File: src/rtl/lict_pkg.sv
package lict_pkg;
    localparam int LVT_W      = 32;
    localparam int VEC_W      = 8;
    localparam int CODE_W     = 3;
    localparam int PSC_W      = (1 << CODE_W) - 1;
    localparam int BIT_DSTAT  = 12;
    localparam int BIT_TRIG   = 15;
    localparam int BIT_MASK   = 16;
    localparam int BIT_PER    = 17;
    localparam logic [LVT_W-1:0] TIMER_KEEP = 32'h0003_10FF;
    localparam logic [LVT_W-1:0] TIMER_RST  = 32'h0001_0000;

    function automatic logic [CODE_W-1:0] div_shift(input logic [CODE_W-1:0] code);
        return code + 1'b1;
    endfunction
endpackage

File: src/rtl/lict_prescaler.sv
module lict_prescaler
    import lict_pkg::*;
(
    input  logic              clk,
    input  logic              rst_n,
    input  logic              restart_i,
    input  logic [CODE_W-1:0] code_i,
    output logic              tick_o
);
    typedef struct packed {
        logic [PSC_W-1:0] psc;
    } psc_st_t;

    psc_st_t st_d, st_q;
    logic [PSC_W:0]   ratio;
    logic [PSC_W-1:0] limit;

    always_comb begin
        ratio  = (PSC_W+1)'(1) << div_shift(code_i);
        limit  = PSC_W'(ratio - 1'b1);
        st_d   = st_q;
        tick_o = 1'b0;
        if (restart_i) begin
            st_d.psc = '0;
        end else if (st_q.psc >= limit) begin
            tick_o   = 1'b1;
            st_d.psc = '0;
        end else begin
            st_d.psc = st_q.psc + 1'b1;
        end
    end

    always_ff @(posedge clk or negedge rst_n) begin
        if (!rst_n) st_q <= '0;
        else        st_q <= st_d;
    end

    AST_PSC_ADVANCE: assert property (@(posedge clk) disable iff (!rst_n)
        (!restart_i && !tick_o) |=> st_q.psc == $past(st_q.psc) + 1'b1);
endmodule

File: src/rtl/lict_counter.sv
module lict_counter #(
    parameter int CNT_W = 32
) (
    input  logic             clk,
    input  logic             rst_n,
    input  logic             restart_i,
    input  logic [CNT_W-1:0] load_i,
    input  logic             tick_i,
    input  logic             periodic_i,
    output logic [CNT_W-1:0] cur_o,
    output logic             expire_o
);
    typedef struct packed {
        logic [CNT_W-1:0] start;
        logic [CNT_W-1:0] cur;
    } cnt_st_t;

    cnt_st_t st_d, st_q;

    always_comb begin
        st_d     = st_q;
        expire_o = 1'b0;
        if (restart_i) begin
            st_d.start = load_i;
            st_d.cur   = load_i;
        end else if (tick_i && st_q.cur != '0) begin
            if (st_q.cur == CNT_W'(1)) begin
                expire_o = 1'b1;
                st_d.cur = periodic_i ? st_q.start : '0;
            end else begin
                st_d.cur = st_q.cur - 1'b1;
            end
        end
    end

    always_ff @(posedge clk or negedge rst_n) begin
        if (!rst_n) st_q <= '0;
        else        st_q <= st_d;
    end

    assign cur_o = st_q.cur;

    AST_ZERO_HOLDS: assert property (@(posedge clk) disable iff (!rst_n)
        (st_q.cur == '0 && !restart_i) |=> st_q.cur == '0);
    AST_DEC_ONE: assert property (@(posedge clk) disable iff (!rst_n)
        (tick_i && !restart_i && st_q.cur > CNT_W'(1)) |=> st_q.cur == $past(st_q.cur) - 1'b1);
    AST_ONESHOT_STOP: assert property (@(posedge clk) disable iff (!rst_n)
        (expire_o && !periodic_i) |=> st_q.cur == '0);
    AST_PERIODIC_RELOAD: assert property (@(posedge clk) disable iff (!rst_n)
        (expire_o && periodic_i) |=> st_q.cur == st_q.start);
endmodule

File: src/rtl/lict_lvt_bank.sv
module lict_lvt_bank
    import lict_pkg::*;
#(
    parameter int NUM_LVT = 6,
    parameter int SEL_W   = $clog2(NUM_LVT)
) (
    input  logic               clk,
    input  logic               rst_n,
    input  logic               wr_i,
    input  logic [SEL_W-1:0]   sel_i,
    input  logic [LVT_W-1:0]   data_i,
    input  logic               en_i,
    input  logic               dis_i,
    output logic [LVT_W-1:0]   timer_o,
    output logic [NUM_LVT-1:0] mask_o
);
    typedef struct packed {
        logic [LVT_W-1:0]   tmr;
        logic [NUM_LVT-1:1] msk;
    } bank_st_t;

    bank_st_t st_d, st_q;
    logic     wr_mask;

    always_comb begin
        st_d    = st_q;
        wr_mask = data_i[BIT_MASK] | ~en_i;
        if (wr_i) begin
            if (sel_i == '0) begin
                st_d.tmr           = data_i & TIMER_KEEP;
                st_d.tmr[BIT_MASK] = wr_mask;
            end
            for (int i = 1; i < NUM_LVT; i++) begin
                if (sel_i == SEL_W'(i)) st_d.msk[i] = wr_mask;
            end
        end
        if (dis_i) begin
            st_d.tmr[BIT_MASK] = 1'b1;
            st_d.msk           = '1;
        end
    end

    always_ff @(posedge clk or negedge rst_n) begin
        if (!rst_n) begin
            st_q.tmr <= TIMER_RST;
            st_q.msk <= '1;
        end else begin
            st_q <= st_d;
        end
    end

    assign timer_o = st_q.tmr;

    generate
        for (genvar g = 0; g < NUM_LVT; g++) begin : g_mask
            if (g == 0) begin : g_tmr
                assign mask_o[g] = st_q.tmr[BIT_MASK];
            end else begin : g_other
                assign mask_o[g] = st_q.msk[g];
            end
        end
    endgenerate

    AST_ALL_MASKED: assert property (@(posedge clk) disable iff (!rst_n)
        dis_i |=> (&mask_o));
    AST_WR_DISABLED_MASK: assert property (@(posedge clk) disable iff (!rst_n)
        (wr_i && !en_i && sel_i < SEL_W'(NUM_LVT)) |=> mask_o[$past(sel_i)]);
endmodule

File: src/rtl/lict_timer.sv
module lict_timer
    import lict_pkg::*;
#(
    parameter int CNT_W   = 32,
    parameter int PEND_W  = 4,
    parameter int NUM_LVT = 6,
    parameter int SEL_W   = $clog2(NUM_LVT)
) (
    input  logic               clk,
    input  logic               rst_n,
    input  logic               init_wr,
    input  logic [CNT_W-1:0]   init_data,
    input  logic               div_wr,
    input  logic [3:0]         div_data,
    input  logic               lvt_wr,
    input  logic [SEL_W-1:0]   lvt_sel,
    input  logic [LVT_W-1:0]   lvt_data,
    input  logic               en_wr,
    input  logic               en_data,
    input  logic               irq_ack,
    output logic [CNT_W-1:0]   cur_count,
    output logic [LVT_W-1:0]   timer_lvt,
    output logic [NUM_LVT-1:0] lvt_mask,
    output logic [PEND_W-1:0]  pend_count,
    output logic               irq_valid,
    output logic [VEC_W-1:0]   irq_vector,
    output logic               irq_level
);
    localparam logic [PEND_W-1:0] PEND_MAX = '1;

    typedef struct packed {
        logic              en;
        logic [CODE_W-1:0] code;
        logic [PEND_W-1:0] pend;
    } top_st_t;

    top_st_t st_d, st_q;
    logic    tick, expire, dis, deliver;
    logic    unused_div;

    assign unused_div = div_data[2];
    assign dis        = en_wr & ~en_data;
    assign irq_valid  = st_q.en & ~timer_lvt[BIT_MASK] & (st_q.pend != '0);
    assign deliver    = irq_valid & irq_ack;

    always_comb begin
        st_d = st_q;
        if (en_wr)  st_d.en   = en_data;
        if (div_wr) st_d.code = {div_data[3], div_data[1:0]};
        if (init_wr || dis) begin
            st_d.pend = '0;
        end else if (expire && !deliver) begin
            if (st_q.pend != PEND_MAX) st_d.pend = st_q.pend + 1'b1;
        end else if (deliver && !expire) begin
            st_d.pend = st_q.pend - 1'b1;
        end
    end

    always_ff @(posedge clk or negedge rst_n) begin
        if (!rst_n) st_q <= '0;
        else        st_q <= st_d;
    end

    lict_prescaler u_psc (
        .clk       (clk),
        .rst_n     (rst_n),
        .restart_i (init_wr),
        .code_i    (st_q.code),
        .tick_o    (tick)
    );

    lict_counter #(.CNT_W(CNT_W)) u_cnt (
        .clk        (clk),
        .rst_n      (rst_n),
        .restart_i  (init_wr),
        .load_i     (init_data),
        .tick_i     (tick),
        .periodic_i (timer_lvt[BIT_PER]),
        .cur_o      (cur_count),
        .expire_o   (expire)
    );

    lict_lvt_bank #(.NUM_LVT(NUM_LVT), .SEL_W(SEL_W)) u_lvt (
        .clk     (clk),
        .rst_n   (rst_n),
        .wr_i    (lvt_wr),
        .sel_i   (lvt_sel),
        .data_i  (lvt_data),
        .en_i    (st_q.en),
        .dis_i   (dis),
        .timer_o (timer_lvt),
        .mask_o  (lvt_mask)
    );

    assign pend_count = st_q.pend;
    assign irq_vector = timer_lvt[VEC_W-1:0];
    assign irq_level  = timer_lvt[BIT_TRIG];

    AST_INIT_CLR_PEND: assert property (@(posedge clk) disable iff (!rst_n)
        init_wr |=> pend_count == '0);
    AST_PEND_STEP: assert property (@(posedge clk) disable iff (!rst_n)
        (expire && !deliver && !init_wr && !dis && pend_count != PEND_MAX)
        |=> pend_count == $past(pend_count) + 1'b1);
    AST_NO_OVERFLOW: assert property (@(posedge clk) disable iff (!rst_n)
        (pend_count == PEND_MAX && !deliver && !init_wr && !dis) |=> pend_count == PEND_MAX);
    AST_EDGE_ONLY: assert property (@(posedge clk) disable iff (!rst_n)
        irq_valid |-> !irq_level);
endmodule

File: config.mk
export PLATFORM = sky130hd
export DESIGN_NAME = lict_timer
export DESIGN_NICKNAME = d
export VERILOG_FILES = /design/src/rtl/lict_pkg.sv /design/src/rtl/lict_prescaler.sv /design/src/rtl/lict_counter.sv /design/src/rtl/lict_lvt_bank.sv /design/src/rtl/lict_timer.sv
export SDC_FILE = /design/constraint.sdc
export NUM_CORES = 1
export LEC_CHECK = 0
export ABC_AREA = 1
export BUFFER_PORTS_ARGS = -buffer_cell sky130_fd_sc_hd__buf_2
export CAP_MARGIN = 5
export CORE_UTILIZATION = 35
export DETAILED_ROUTE_END_ITERATION = 7
export PLACE_DENSITY = 0.56
export SKIP_CTS_REPAIR_TIMING = 1
export SLEW_MARGIN = 20
export SYNTH_ARGS = -nofsm -noshare
export SYNTH_HDL_FRONTEND = slang
export SYNTH_SLANG_ARGS = --single-unit
File: constraint.sdc
create_clock -name clk -period 2.9 [get_ports clk]
set_input_delay 0.725 -clock clk [delete_from_list [all_inputs] [get_ports clk]]
set_output_delay 0.725 -clock clk [all_outputs]
set_load 0.1 [all_outputs]
* Word level (Yosys, flattened, before mapping)
Index checks and enable logic that the tools add are counted.
** Storage, ports and cells
- Register bits after elaboration :: 95
- Input bits :: 79
- Output and inout port bits :: 84
- Word-level logic and storage cells :: 87
** Operators by class
- Add/subtract/negate cells :: 6
- Order comparisons :: 1
- Eq/ne operators :: 8
- Shifts and indexed selects :: 1
- Muxes and demuxes :: 24
- Bitwise gates (word level) :: 8
- Reductions and logical operators :: 26
** Operators by type and width (number)
- 32-bit two-way mux :: 4
- 32-bit by 1-bit == test with 1-bit output, second input constant :: 1
- 32-bit nonzero test :: 1
- 32-bit by 1-bit subtractor with 32-bit output, second input constant :: 1
- 22-bit two-way mux :: 1
- 17-bit two-way mux :: 1
- 4-bit two-way mux :: 4
- 2-bit AND reduction :: 8
- 2-bit nonzero test :: 8
- 7-bit two-way mux :: 2
- 1-bit two-way mux :: 11
- 7-bit by 1-bit adder with 7-bit output, second input constant :: 1
- 7-bit >= comparator :: 1
- 1-bit by 3-bit << shifter with 7-bit output, first input constant :: 1
- 7-bit by 1-bit subtractor with 7-bit output, second input constant :: 1
- 3-bit by 2-bit == test with 1-bit output, second input constant :: 2
- 3-bit == test, second input constant :: 2
- 5-bit two-way mux :: 1
- 4-bit by 1-bit adder with 4-bit output, second input constant :: 1
- 1-bit bitwise AND :: 4
- 4-bit != test, second input constant :: 1
- 4-bit nonzero test :: 1
- 4-bit by 1-bit subtractor with 4-bit output, second input constant :: 1
- 3-bit by 1-bit adder with 3-bit output, second input constant :: 1
- 9 further kinds :: 14

* Longest topological paths before layout
Gate-level depths: netlist (run 1).
- Depth in word-level cells :: 14
- Gate-level depth with buffers :: 25
- Mapped depth without buffers :: 25

* Cells and area by module
Synthesis (run 1) repeated with hierarchy kept, for this count alone.
** Unflattened totals
- Cell total of the unflattened synthesis :: 920
- Area, all modules :: 6512.5 µm²
** By module, submodules not included
- lict_counter :: instances 1, cells each 630, area each 4309.1 µm², seq. area each 1601.5 µm²
- lict_lvt_bank :: instances 1, cells each 119, area each 919.6 µm², seq. area each 407.9 µm²
- lict_timer :: instances 1, cells each 74, area each 648.1 µm², seq. area each 200.2 µm²
- lict_prescaler :: instances 1, cells each 97, area each 635.6 µm², seq. area each 175.2 µm²

* Worst setup path after synthesis (run 1)
Ideal clock, no wire load.
- Path type :: register to register
- From :: register st_q[5] (netlist bit)
- To :: register st_q (netlist bit pend_count[3])
- Setup time :: 0.118 ns
- Arrival :: 2.921 ns
- Required time :: 2.782 ns
- Slack :: -0.139 ns
- Cell stages (with the launch flop) :: 23
- Buffers on the path :: 0
- Period minus slack after synthesis :: 3.039 ns
- Cells stage by stage :: dfrtp_1 nor2_1 nand2_1 ha_1 inv_1 o311ai_0 ha_1 nand2_1 nor2_1 nand2_1 nand2_1 nand2_1 nor2_1 nand3_1 ha_1 a21oi_1 nand2_1 xor2_1 inv_1 nand4_1 nand2_1 nand3_1 nand2_1
** Between the ends
- Longest elaborated chain between the ends :: 13
- Elaborated cells on any way between the ends :: 17
- Those cells by class :: add/sub: 2; order compare: 1; eq/ne: 1; shift: 1; mux: 6; reduce/logical: 6
** Ends and longest elaborated chain
- start: declaration :: RTL line lict_timer.sv:37 : top_st_t st_d, st_q;
- start signal: assignment :: RTL line lict_timer.sv:61 : else st_q <= st_d;
- 3-bit by 1-bit adder with 3-bit output * :: RTL line lict_pkg.sv:14 : return code + 1'b1;
- 1-bit by 3-bit << shifter with 7-bit output * :: RTL line lict_prescaler.sv:19 : ratio = (PSC_W+1)'(1) << div_shift(code_i);
- 7-bit by 1-bit subtractor with 7-bit output * :: RTL line lict_prescaler.sv:20 : limit = PSC_W'(ratio - 1'b1);
- 7-bit >= comparator * :: RTL line lict_prescaler.sv:25 : end else if (st_q.psc >= limit) begin
- 1-bit two-way mux * :: RTL line lict_prescaler.sv:25
- 1-bit two-way mux * :: RTL line lict_prescaler.sv:23 : if (restart_i) begin
- 1-bit logical AND * :: RTL line lict_counter.sv:26 : end else if (tick_i && st_q.cur != '0) begin
- 1-bit two-way mux * :: RTL line lict_counter.sv:26
- 1-bit two-way mux * :: RTL line lict_counter.sv:23 : if (restart_i) begin
- 1-bit logical NOT :: RTL line lict_timer.sv:54 : end else if (deliver && !expire) begin
- 1-bit logical AND :: RTL line lict_timer.sv:54
- 3-bit nonzero test (no line)
- 2-bit AND reduction (no line)
Every way passes the cells marked *; elsewhere a longest branch is shown, timed or not.
A chain may end at the register's enable or synchronous reset.

* Worst setup path after layout (run 1)
Same ends and word-level chain as after synthesis.

==> results.tsv, run 1 <==
stage	metric	value	unit
job	max cap viols	0	
drt	first drt pass iteration count	4	
yosys	#FFs+latches synth	95	
yosys	YS warnings	0	
drt	drt first-iter violations	254	
finish	multi-input logic area	2880	µm²
global_routing	busiest grt layer	met2	
timing	fin worst setup slack	-0.1108	ns
critical_path	slowest stage delay, CP	0.42	ns
die	core box area	16640	µm²
critical_path	maximum fanout along the worst path	5	
global_routing	M1 GR Usage	0.2384	
cts	Reg clk slew, reported paths	0.07	ns
global_routing	initial antenna violation count	1	
die	die area	17580	µm²
yosys	synthesized area	5969	µm²
finish	design area	6879	µm²
cts	CTS max path bufs	2	
critical_path	reg2reg end	pend_count[3]	
cts	total CTS buffers	9	
pwr	clock share of power	0.244	
hold_path	min-delay worst type	primary input to async pin	
timing	Tcrit/Tclk final	1.038	
global_routing	GRT met3 Usage	0.02567	
yosys	Synth async-reset ratio	1.000	
finish	fin nets	998	
global_routing	first-pass GRT wire length	24.41	mm
die	Ports	163	
pwr	Leak	3.683	nW
cts	CTS tree	built	
placement	Placed Area	6486	µm²
finish	register area	2385	µm²
yosys	largest cells by area after synthesis	dfrtp_1 (37%), nand2_1 (17%), buf_4 (8.8%)	
cts	Worst-Skew Late Latency	0.35	ns
critical_path	most frequent cell on the critical path	nand2_1	
global_routing	Tot GR Track Use	0.1770	
critical_path	Worst Setup End Kind	register	
pwr	Comb pwr share	0.398	
critical_path	CP Data Required Time	3.14	ns
yosys	cell taking the most area after synthesis	dfrtp_1	
timing	hold slack	0.3687	ns
timing	RSZ-0062 raised after global routing	yes	
yosys	EDFF count, synth	0	
critical_path	R2R Setup Slk	-0.11	ns
drt	Residual DRC	0	
finish	Filler cells	1758	
pwr	power per cell area	664.2	nW/µm²
die	num rows	47	
drt	via density per instance	4.633	
global_routing	largest net degree at the start of global routing	44	
drt	WL final	15.19	mm
yosys	ys flop type	dfrtp_1	
finish	layout cells sized above 1	0.2291	
drt	drt wl/cell	13.45	µm
die	die height	132.6	µm
global_routing	total gr overflow	0	
pwr	power consumption	4.569	mW
timing	final hold violations	0	
pwr	switching power	2.142	mW
yosys	sequential cell area fraction in the yosys report	0.3995	
pwr	internal power	2.427	mW
timing	Rel. slew slack	0.6042	
die	initial cell density of the core	0.3587	
critical_path	crit path kind	register to register	
timing	clock skew	0.005849	ns
placement	PortBufs	118	
pwr	switch share	0.4688	
status	status	finished, violations left	
placement	routability cong.	0.8561	
pwr	peak supply drop	381.0	µV
critical_path	family with the most delay on the worst path	simple AND/OR/NAND/NOR gates	
cts	Clock Sinks	95	
timing	Max Transition Viols Final	0	
critical_path	Bufs and invs on worst path	4	
timing	worst slew pin tran	0.5937	ns
placement	DP HPWL	10.97	mm
finish	commonest non-fill, non-tap cells in the layout	nand2_1 (265), buf_2 (117), dfrtp_1 (89)	
status	failing checks	negative setup slack	
critical_path	R2R depth	25	
yosys	synthesized instance count	819	
drt	via count	5231	
critical_path	Worst R2R Start	st_q[5]	
finish	commonest non-fill, non-tap cell in the layout	nand2_1	
yosys	Synth cell types	42	
critical_path	CP startpoint kind	register	
global_routing	vias in the first global route	4863	
cts	CTS H-tree depth	3	
finish	area delta synth->final	15.24	%
timing	min cycle time layout	3.011	ns
pwr	Seq pwr share	0.358	
cts	root buf cell	clkbuf_16	
global_routing	GRT met2 Usage	0.2827	
critical_path	slowest stage cell, crit path	dfrtp_1	
die	Die Width	132.6	µm
drt	Final ANT Viol Nets	0	
yosys	share of the synthesized area in the top cell type	0.3731	
timing	FMAX	332.1	MHz
critical_path	critical path data arrival time	3.25	ns
yosys	syn avg cell area	7.289	µm²
timing	Setup-failing EPs final	3	
## how the worst max path moves through the flow
stage	depth (start not counted)	endpoint	slack [ns]	start
after floorplan	22	pend_count[3]	0.02	st_q[5]
after global placement	22	pend_count[3]	-0.13	st_q[5]
after detailed placement	24	pend_count[3]	-0.17	st_q[5]
after CTS	25	pend_count[3]	-0.18	st_q[4]
after global routing	25	pend_count[3]	-0.33	st_q[5]
final	25	pend_count[3]	-0.11	st_q[5]
## power groups by stage
stage / Sequential [mW] / Clock [mW] / Combinational [mW]
2_1_floorplan: 1.88 / 0 / 1.39
3_5_place_dp: 1.66 / 0 / 1.81
3_3_place_gp: 1.66 / 0 / 1.80
6_report: 1.63 / 1.12 / 1.82
5_1_grt: 1.66 / 1.20 / 1.93
4_1_cts: 1.63 / 1.16 / 1.81
## cell type report
type / count / area share
multi-input combinational: 582 / 0.4187
sequential: 95 / 0.3467
timing repair buffer: 142 / 0.1142
inverter: 75 / 0.04147
tap: 220 / 0.04001
clock buffer: 13 / 0.03783
clock inverter: 1 / 0.0007275
antenna: 1 / 0.0003638
## worst reg2reg max path: stages (launching register included)
cell and delay, ns:
dfrtp_1 0.42, nand2_2 0.10, inv_2 0.05, nand2_4 0.06, ha_4 0.14, inv_4 0.05
xor2_2 0.16, ha_1 0.30, nand2_1 0.05, inv_1 0.04, nand2_1 0.04, nand2_1 0.07
nand2_2 0.07, nand2_2 0.06, nand2_2 0.08, nor2_4 0.15, nand3_4 0.13, ha_4 0.28
a21oi_2 0.11, nand2_1 0.07, xor2_1 0.18, inv_1 0.06, nand4_1 0.07, nand2_1 0.06
nand3_1 0.06, nand2_1 0.05
## metrics by stage
step / utilization / cells / setup WS [ns] / TNS [ns]
6_report: 0.4134 / 1129 / -0.1108 / -0.2077
5_1_grt: 0.4134 / 1129 / -0.3292 / -0.8373
4_1_cts: 0.4057 / 1124 / -0.1772 / -0.2574
3_5_place_dp: 0.3897 / 1110 / -0.1701 / -0.2075
3_3_place_gp: 0.3897 / 1110 / -0.1324 / -0.1640
2_1_floorplan: - / 840 / 0.02420 / 0
## cells in the mapped netlist (5+ instances only)
library cell,instances
nand2_1,272
o21ai_0,48
nand2_2,5
xor2_1,7
dfstp_2,6
buf_4,70
a21oi_1,17
o211ai_1,8
ha_1,13
clkbuf_1,10
xnor2_1,7
nand3_1,44
nor2_1,77
o21ai_1,9
nor3_1,10
dfrtp_1,89
inv_1,70
buf_2,6
nand4_1,10
## layer usage
metal  routed length [µm]  vias to the layer above  share of wire
met5                    0                        -              0
met4                  318                        0          0.021
met3                  613                       17          0.040
met2                 6929                      105           0.46
met1                 7327                     2426           0.48
li1                     -                     2683              -
## registers in the layout, indices dropped and copies added, names as in the netlist
name and cells:
st_q 4, u_psc.st_q 7, pend_count 4, u_lvt.timer_o 11, u_lvt.mask_o 5, u_cnt.cur_o 32
u_cnt.st_q 32
## cells by family after synthesis
family                     after synthesis  share of synthesized area
adders and majority gates               14                    0.03060
AOI/OAI and AO/OA                       93                    0.08741
xor gates and xnor gates                14                    0.02054
other                                    1                  0.0006282
buffers and inverters                  163                     0.1505
DFF                                     95                     0.3995
and+or+nand+nor                        438                     0.3090
muxes                                    1                   0.001886
Note: power is estimated with default switching activity, not from simulation.
==> run 2: changes to the inputs <==
--- a/config.mk
+++ b/config.mk
@@ -8,11 +8,12 @@
 export ABC_AREA = 1
 export BUFFER_PORTS_ARGS = -buffer_cell sky130_fd_sc_hd__buf_2
 export CAP_MARGIN = 5
-export CORE_UTILIZATION = 35
+export CORE_UTILIZATION = 48
 export DETAILED_ROUTE_END_ITERATION = 7
-export PLACE_DENSITY = 0.56
+export PLACE_DENSITY = 0.74
 export SKIP_CTS_REPAIR_TIMING = 1
 export SLEW_MARGIN = 20
 export SYNTH_ARGS = -nofsm -noshare
 export SYNTH_HDL_FRONTEND = slang
 export SYNTH_SLANG_ARGS = --single-unit
+export TNS_END_PERCENT = 20
==> run 2 against run 1 <==
  * The flow still finishes with violations (negative setup slack)
  * Total power is 1.1% higher
  * Critical path depth is 1 lower
  * Setup slack worse by 0.092 ns
  * Sequential power hardly changed
  * Die area is 27% lower
  * Clock skew is 0.0055 ns higher
  * Worst hold slack better by 0.043 ns
  * Flip-flop and latch count stayed put
  * Global-route usage is 5.1 points higher
  * Highest routed layer unchanged
==> results.tsv, run 2 (synthesis gave the netlist of run 1 again) <==
stage	metric	value	unit	change
die	core box area	12060	µm²	-28%
die	Die Width	113.5	µm	-14%
timing	Tcrit/Tclk final	1.070		+0.03185
finish	layout cells sized above 1	0.2253		-0.003800
timing	FMAX	322.2	MHz	-3.0%
timing	Max Transition Viols Final	0		unchanged
critical_path	CP Data Required Time	3.14	ns	about the same
timing	clock skew	0.01135	ns	+0.005505 ns
timing	fin worst setup slack	-0.2032	ns	-0.09237 ns
status	status	finished, violations left		
cts	Clock Sinks	95		unchanged
timing	worst slew pin tran	0.6720	ns	+0.07828 ns
finish	multi-input logic area	2869	µm²	-0.39%
critical_path	maximum fanout along the worst path	5		unchanged
finish	Filler cells	1151		-35%
global_routing	vias in the first global route	4773		-1.9%
job	max cap viols	0		unchanged
finish	fin nets	998		unchanged
timing	final hold violations	0		unchanged
drt	Final ANT Viol Nets	0		unchanged
finish	register area	2385	µm²	unchanged
die	die height	113.5	µm	-14%
drt	via density per instance	4.853		+4.7%
timing	Rel. slew slack	0.5520		-0.05219
critical_path	crit path kind	register to register		
cts	CTS H-tree depth	3		unchanged
cts	CTS tree	built		
global_routing	total gr overflow	0		unchanged
hold_path	min-delay worst type	primary input to async pin		
status	failing checks	negative setup slack		
critical_path	Worst Setup End Kind	register		
finish	area delta synth->final	14.21	%	
pwr	Leak	3.693	nW	+0.26%
finish	commonest non-fill, non-tap cell in the layout	nand2_1		
critical_path	CP startpoint kind	register		
die	Ports	163		unchanged
pwr	peak supply drop	543.2	µV	+43%
cts	total CTS buffers	9		unchanged
die	die area	12890	µm²	-27%
timing	TNS Setup	-0.3109	ns	-0.1032 ns
timing	Setup-failing EPs final	3		unchanged
cts	Reg clk slew, reported paths	0.07	ns	about the same
critical_path	R2R Setup Slk	-0.20	ns	-0.09 ns
drt	drt first-iter violations	310		+22%
global_routing	first-pass GRT wire length	23.09	mm	-5.4%
global_routing	Tot GR Track Use	0.2283		+0.05127
placement	routability cong.	0.8970		+4.8%
placement	DP HPWL	10.11	mm	-7.8%
pwr	power per cell area	677.3	nW/µm²	+2.0%
finish	commonest non-fill, non-tap cells in the layout	nand2_1 (265), buf_2 (117), dfrtp_1 (89)		
drt	WL final	14.24	mm	-6.3%
drt	drt wl/cell	13.21	µm	-1.8%
cts	CTS max path bufs	2		unchanged
critical_path	critical path data arrival time	3.34	ns	+0.09 ns
timing	RSZ-0062 raised after global routing	yes		
timing	min cycle time layout	3.103	ns	+0.09237 ns
drt	first drt pass iteration count	5		+1
finish	n_diodes	0		-1
die	num rows	40		-15%
die	initial cell density of the core	0.4949		+0.1362
cts	Worst-Skew Late Latency	0.35	ns	about the same
timing	hold slack	0.4119	ns	+0.04324 ns
drt	Residual DRC	0		unchanged
cts	root buf cell	clkbuf_16		
placement	PortBufs	118		unchanged
global_routing	initial antenna violation count	1		unchanged
drt	via count	5231		unchanged
global_routing	largest net degree at the start of global routing	52		+18%
placement	pre-CTS setup slack	-0.2303	ns	-0.06014 ns
-- run 2: layout make-up --
cell class / count / area share
Sequential cell: 95 / 0.3498
Clock buffer: 14 / 0.03579
Clock inverter: 2 / 0.005139
Multi-Input combinational cell: 582 / 0.4208
Tap cell: 168 / 0.03083
Timing Repair Buffer: 142 / 0.1158
Inverter: 75 / 0.04184
-- run 2: worst max-delay path, cell delays in order, from the launching register on --
cell and delay, ns:
dfrtp_1 0.42, nand2_2 0.10, inv_2 0.05, nand2_2 0.08, ha_4 0.14, inv_4 0.04
xor2_1 0.15, ha_1 0.31, buf_4 0.12, a21oi_2 0.05, nand2_2 0.07, nand2_2 0.06
nand2_2 0.08, nand2_4 0.06, nor2_4 0.17, nand3_4 0.13, ha_4 0.27, a21oi_2 0.12
nand2_1 0.07, xor2_1 0.18, inv_1 0.06, nand4_1 0.08, nand2_1 0.07, nand3_1 0.07
nand2_1 0.05
-- run 2: path summary, 6_finish.rpt --
path                                startpoint           endpoint  depth (start not counted)
min in group clk                u_cnt.st_q[53]     u_cnt.st_q[53]                          2
worst max register to register         st_q[5]      pend_count[3]                         24
max in group asynchronous                rst_n  u_lvt.timer_o[16]                          2
worst min-delay path                     rst_n     u_cnt.st_q[60]                          1
worst max-delay path                   st_q[5]      pend_count[3]                         24
worst min register to register  u_cnt.st_q[53]     u_cnt.st_q[53]                          2
-- run 2: per-stage QoR --
step,utilization,power (mW),area (µm²),std cells
after floorplan,-,3.263,6071,840
after global placement,0.5317,3.431,6414,1057
after detailed placement,0.5317,3.447,6414,1057
after CTS,0.5549,4.610,6693,1073
after global routing,0.5652,4.822,6818,1078
final,0.5652,4.618,6818,1078
-- run 2: power by group --
group / switching [mW] / internal, mW / leakage, nW / total [mW]
Combinational: 1.49 / 0.330 / 2.39 / 1.82
Sequential: 0.147 / 1.48 / 1.17 / 1.63
Clock: 0.500 / 0.670 / 0.135 / 1.17
Total: 2.13 / 2.48 / 3.69 / 4.62
-- run 2: per-layer routing --
metal	vias up	GRT usage	share of wire
met5	-	0	0
met1	2385	0.3196	0.47
li1	2678	-	-
met4	0	0.07368	0.015
met3	16	0.04623	0.063
met2	152	0.3549	0.45
==> run 3: changes to the inputs <==
--- a/config.mk
+++ b/config.mk
@@ -10,7 +10,7 @@
 export CAP_MARGIN = 5
 export CORE_UTILIZATION = 48
 export DETAILED_ROUTE_END_ITERATION = 7
-export PLACE_DENSITY = 0.74
+export PLACE_DENSITY = 0.82
 export SKIP_CTS_REPAIR_TIMING = 1
 export SLEW_MARGIN = 20
 export SYNTH_ARGS = -nofsm -noshare
==> run 3 against run 2 <==
  * The flow still finishes with violations (negative setup slack)
  * Flip-flop and latch count is the same
  * Total power shrank 0.99%
  * Sequential share of layout area grew 0.24 points
  * Fmax grew 1.4%
  * Wire length shrank 3.1%
  * Core utilization shrank 0.36 points
  * Clock power shrank 4%
  * Design area shrank 0.64%
  * Combinational power is essentially flat
  * First-iteration DRC count grew 3.5%
  * Die area is the same
  * Largest cell class unchanged
==> results.tsv, run 3 (synthesis gave the netlist of run 1 again) <==
stage	metric	value	unit	change
status	status	finished, violations left		
status	failing checks	negative setup slack		
cts	Clock Sinks	95		unchanged
finish	commonest non-fill, non-tap cell in the layout	nand2_1		
drt	drt first-iter violations	321		+3.5%
hold_path	min-delay worst type	primary input to async pin		
timing	final hold violations	0		unchanged
die	core box area	12060	µm²	unchanged
die	initial cell density of the core	0.4949		unchanged
pwr	Leak	3.677	nW	-0.42%
critical_path	Worst Setup End Kind	register		
pwr	power per cell area	674.9	nW/µm²	-0.35%
job	max cap viols	0		unchanged
cts	CTS tree	built		
cts	Worst-Skew Late Latency	0.35	ns	about the same
global_routing	vias in the first global route	4847		+1.6%
cts	Reg clk slew, reported paths	0.07	ns	about the same
timing	Setup-failing EPs final	3		unchanged
timing	min cycle time layout	3.061	ns	-0.04241 ns
die	die height	113.5	µm	unchanged
global_routing	first-pass GRT wire length	23.05	mm	-0.18%
die	num rows	40		unchanged
die	die area	12890	µm²	unchanged
critical_path	maximum fanout along the worst path	5		unchanged
critical_path	CP startpoint kind	register		
finish	layout cells sized above 1	0.2249		-0.0003574
drt	Residual DRC	0		unchanged
timing	clock skew	0.008628	ns	-0.002726 ns
critical_path	critical path data arrival time	3.31	ns	-0.03 ns
drt	first drt pass iteration count	5		unchanged
timing	Rel. slew slack	0.5961		+0.04405
global_routing	total gr overflow	0		unchanged
drt	via density per instance	4.858		+0.11%
drt	Final ANT Viol Nets	0		unchanged
drt	via count	5227		-0.076%
drt	drt wl/cell	12.82	µm	-2.9%
global_routing	initial antenna violation count	1		unchanged
critical_path	crit path kind	register to register		
pwr	peak supply drop	477.4	µV	-12%
global_routing	Tot GR Track Use	0.2255		-0.002872
timing	Max Transition Viols Final	0		unchanged
placement	Placed Area	6399	µm²	-0.23%
timing	Tcrit/Tclk final	1.055		-0.01462
placement	cell count after placement	1055		-0.19%
timing	worst slew pin tran	0.6059	ns	-0.06608 ns
finish	Layout Cells excl Fill	1076		-0.19%
critical_path	CP Data Required Time	3.15	ns	about the same
cts	CTS max path bufs	2		unchanged
die	Die Width	113.5	µm	unchanged
timing	RSZ-0062 raised after global routing	yes		
finish	commonest non-fill, non-tap cells in the layout	nand2_1 (266), buf_2 (117), dfrtp_1 (88)		
drt	WL final	13.79	mm	-3.1%
finish	area delta synth->final	13.48	%	
cts	CTS H-tree depth	3		unchanged
timing	fin worst setup slack	-0.1608	ns	+0.04241 ns
placement	PortBufs	118		unchanged
placement	DP HPWL	9.947	mm	-1.6%
finish	design area	6774	µm²	-0.64%
cts	root buf cell	clkbuf_16		
critical_path	R2R depth	22		-8.3%
global_routing	largest net degree at the start of global routing	54		+3.8%
timing	FMAX	326.7	MHz	+1.4%
finish	fin nets	995		-0.30%
cts	total CTS buffers	9		unchanged
die	Ports	163		unchanged
placement	routability cong.	0.9051		+0.90%
## run 3: cell types whose count changed in the layout (fill, tap and decap cells not counted), sizes merged
cell,change
clkbuf,-5
buf,-3
clkinv,+3
inv,+3
bufinv,-1
diode,+1
## run 3: through the flow
| step | util | total power [mW] | TNS (ns) | hold slack (ns) | setup slack, ns |
|---|---|---|---|---|---|
| floorplan | - | 3.263 | 0 | 0.4294 | 0.02420 |
| global placement | 0.5305 | 3.422 | -0.1090 | 0.4437 | -0.1090 |
| detailed placement | 0.5305 | 3.442 | -0.5195 | 0.4498 | -0.2523 |
| CTS | 0.5536 | 4.572 | -0.5703 | 0.4084 | -0.2624 |
| global route | 0.5614 | 4.793 | -1.001 | 0.4324 | -0.4245 |
| finish | 0.5616 | 4.572 | -0.2197 | 0.3849 | -0.1608 |
## run 3: metal layers
metal	vias to the layer above	part of all wire	GRT usage	wire length [µm]
li1	2675	-	-	-
met1	2374	0.46	0.3098	6378
met2	160	0.47	0.3679	6467
met3	18	0.055	0.04145	759
met4	0	0.013	0.05789	186
met5	-	0	0	0
## run 3: critical path: stages (launching register included)
cell and delay (ns):
dfrtp_1 0.43, nor2_2 0.17, nand2_2 0.09, ha_4 0.17, inv_4 0.07, o21ai_0 0.11, ha_1 0.32, nand2_1 0.07
nor2_1 0.12, nand2_2 0.07, nand2_2 0.07, nand2_2 0.07, nor2_4 0.16, nand3_4 0.10, ha_4 0.26, a21oi_2 0.11
nand2_1 0.07, xor2_1 0.18, inv_1 0.06, nand4_1 0.09, nand2_1 0.06, nand3_1 0.06, nand2_1 0.05
## run 3: cell type report
type                       instances  area [µm²]
multi-input combinational        582        2848
tap                              168       210.2
clock inverter                     7       53.80
clock buffer                       9       225.2
sequential                        95        2386
fill                            1145        5288
inverter                          75       285.3
antenna                            1       2.502
timing repair buffer             139       763.2
## run 3: worst paths after layout
| path | from | to | slack (ns) |
|---|---|---|---|
| setup / recovery | st_q[4] | pend_count[3] | -0.16 |
| hold reg to reg | u_cnt.st_q[52] | u_cnt.st_q[52] | 0.46 |
| max in group asynchronous | rst_n | u_lvt.mask_o[1] | 1.76 |
| min in group clk | u_cnt.st_q[52] | u_cnt.st_q[52] | 0.46 |
| hold / removal | rst_n | u_cnt.cur_o[31] | 0.38 |
| setup reg to reg | st_q[4] | pend_count[3] | -0.16 |
## run 3: where the power goes
group	internal (mW)	total [mW]	leakage (nW)	switching (mW)
combinational	0.326	1.81	2.37	1.49
sequential	1.48	1.63	1.17	0.149
clock	0.591	1.12	0.141	0.534
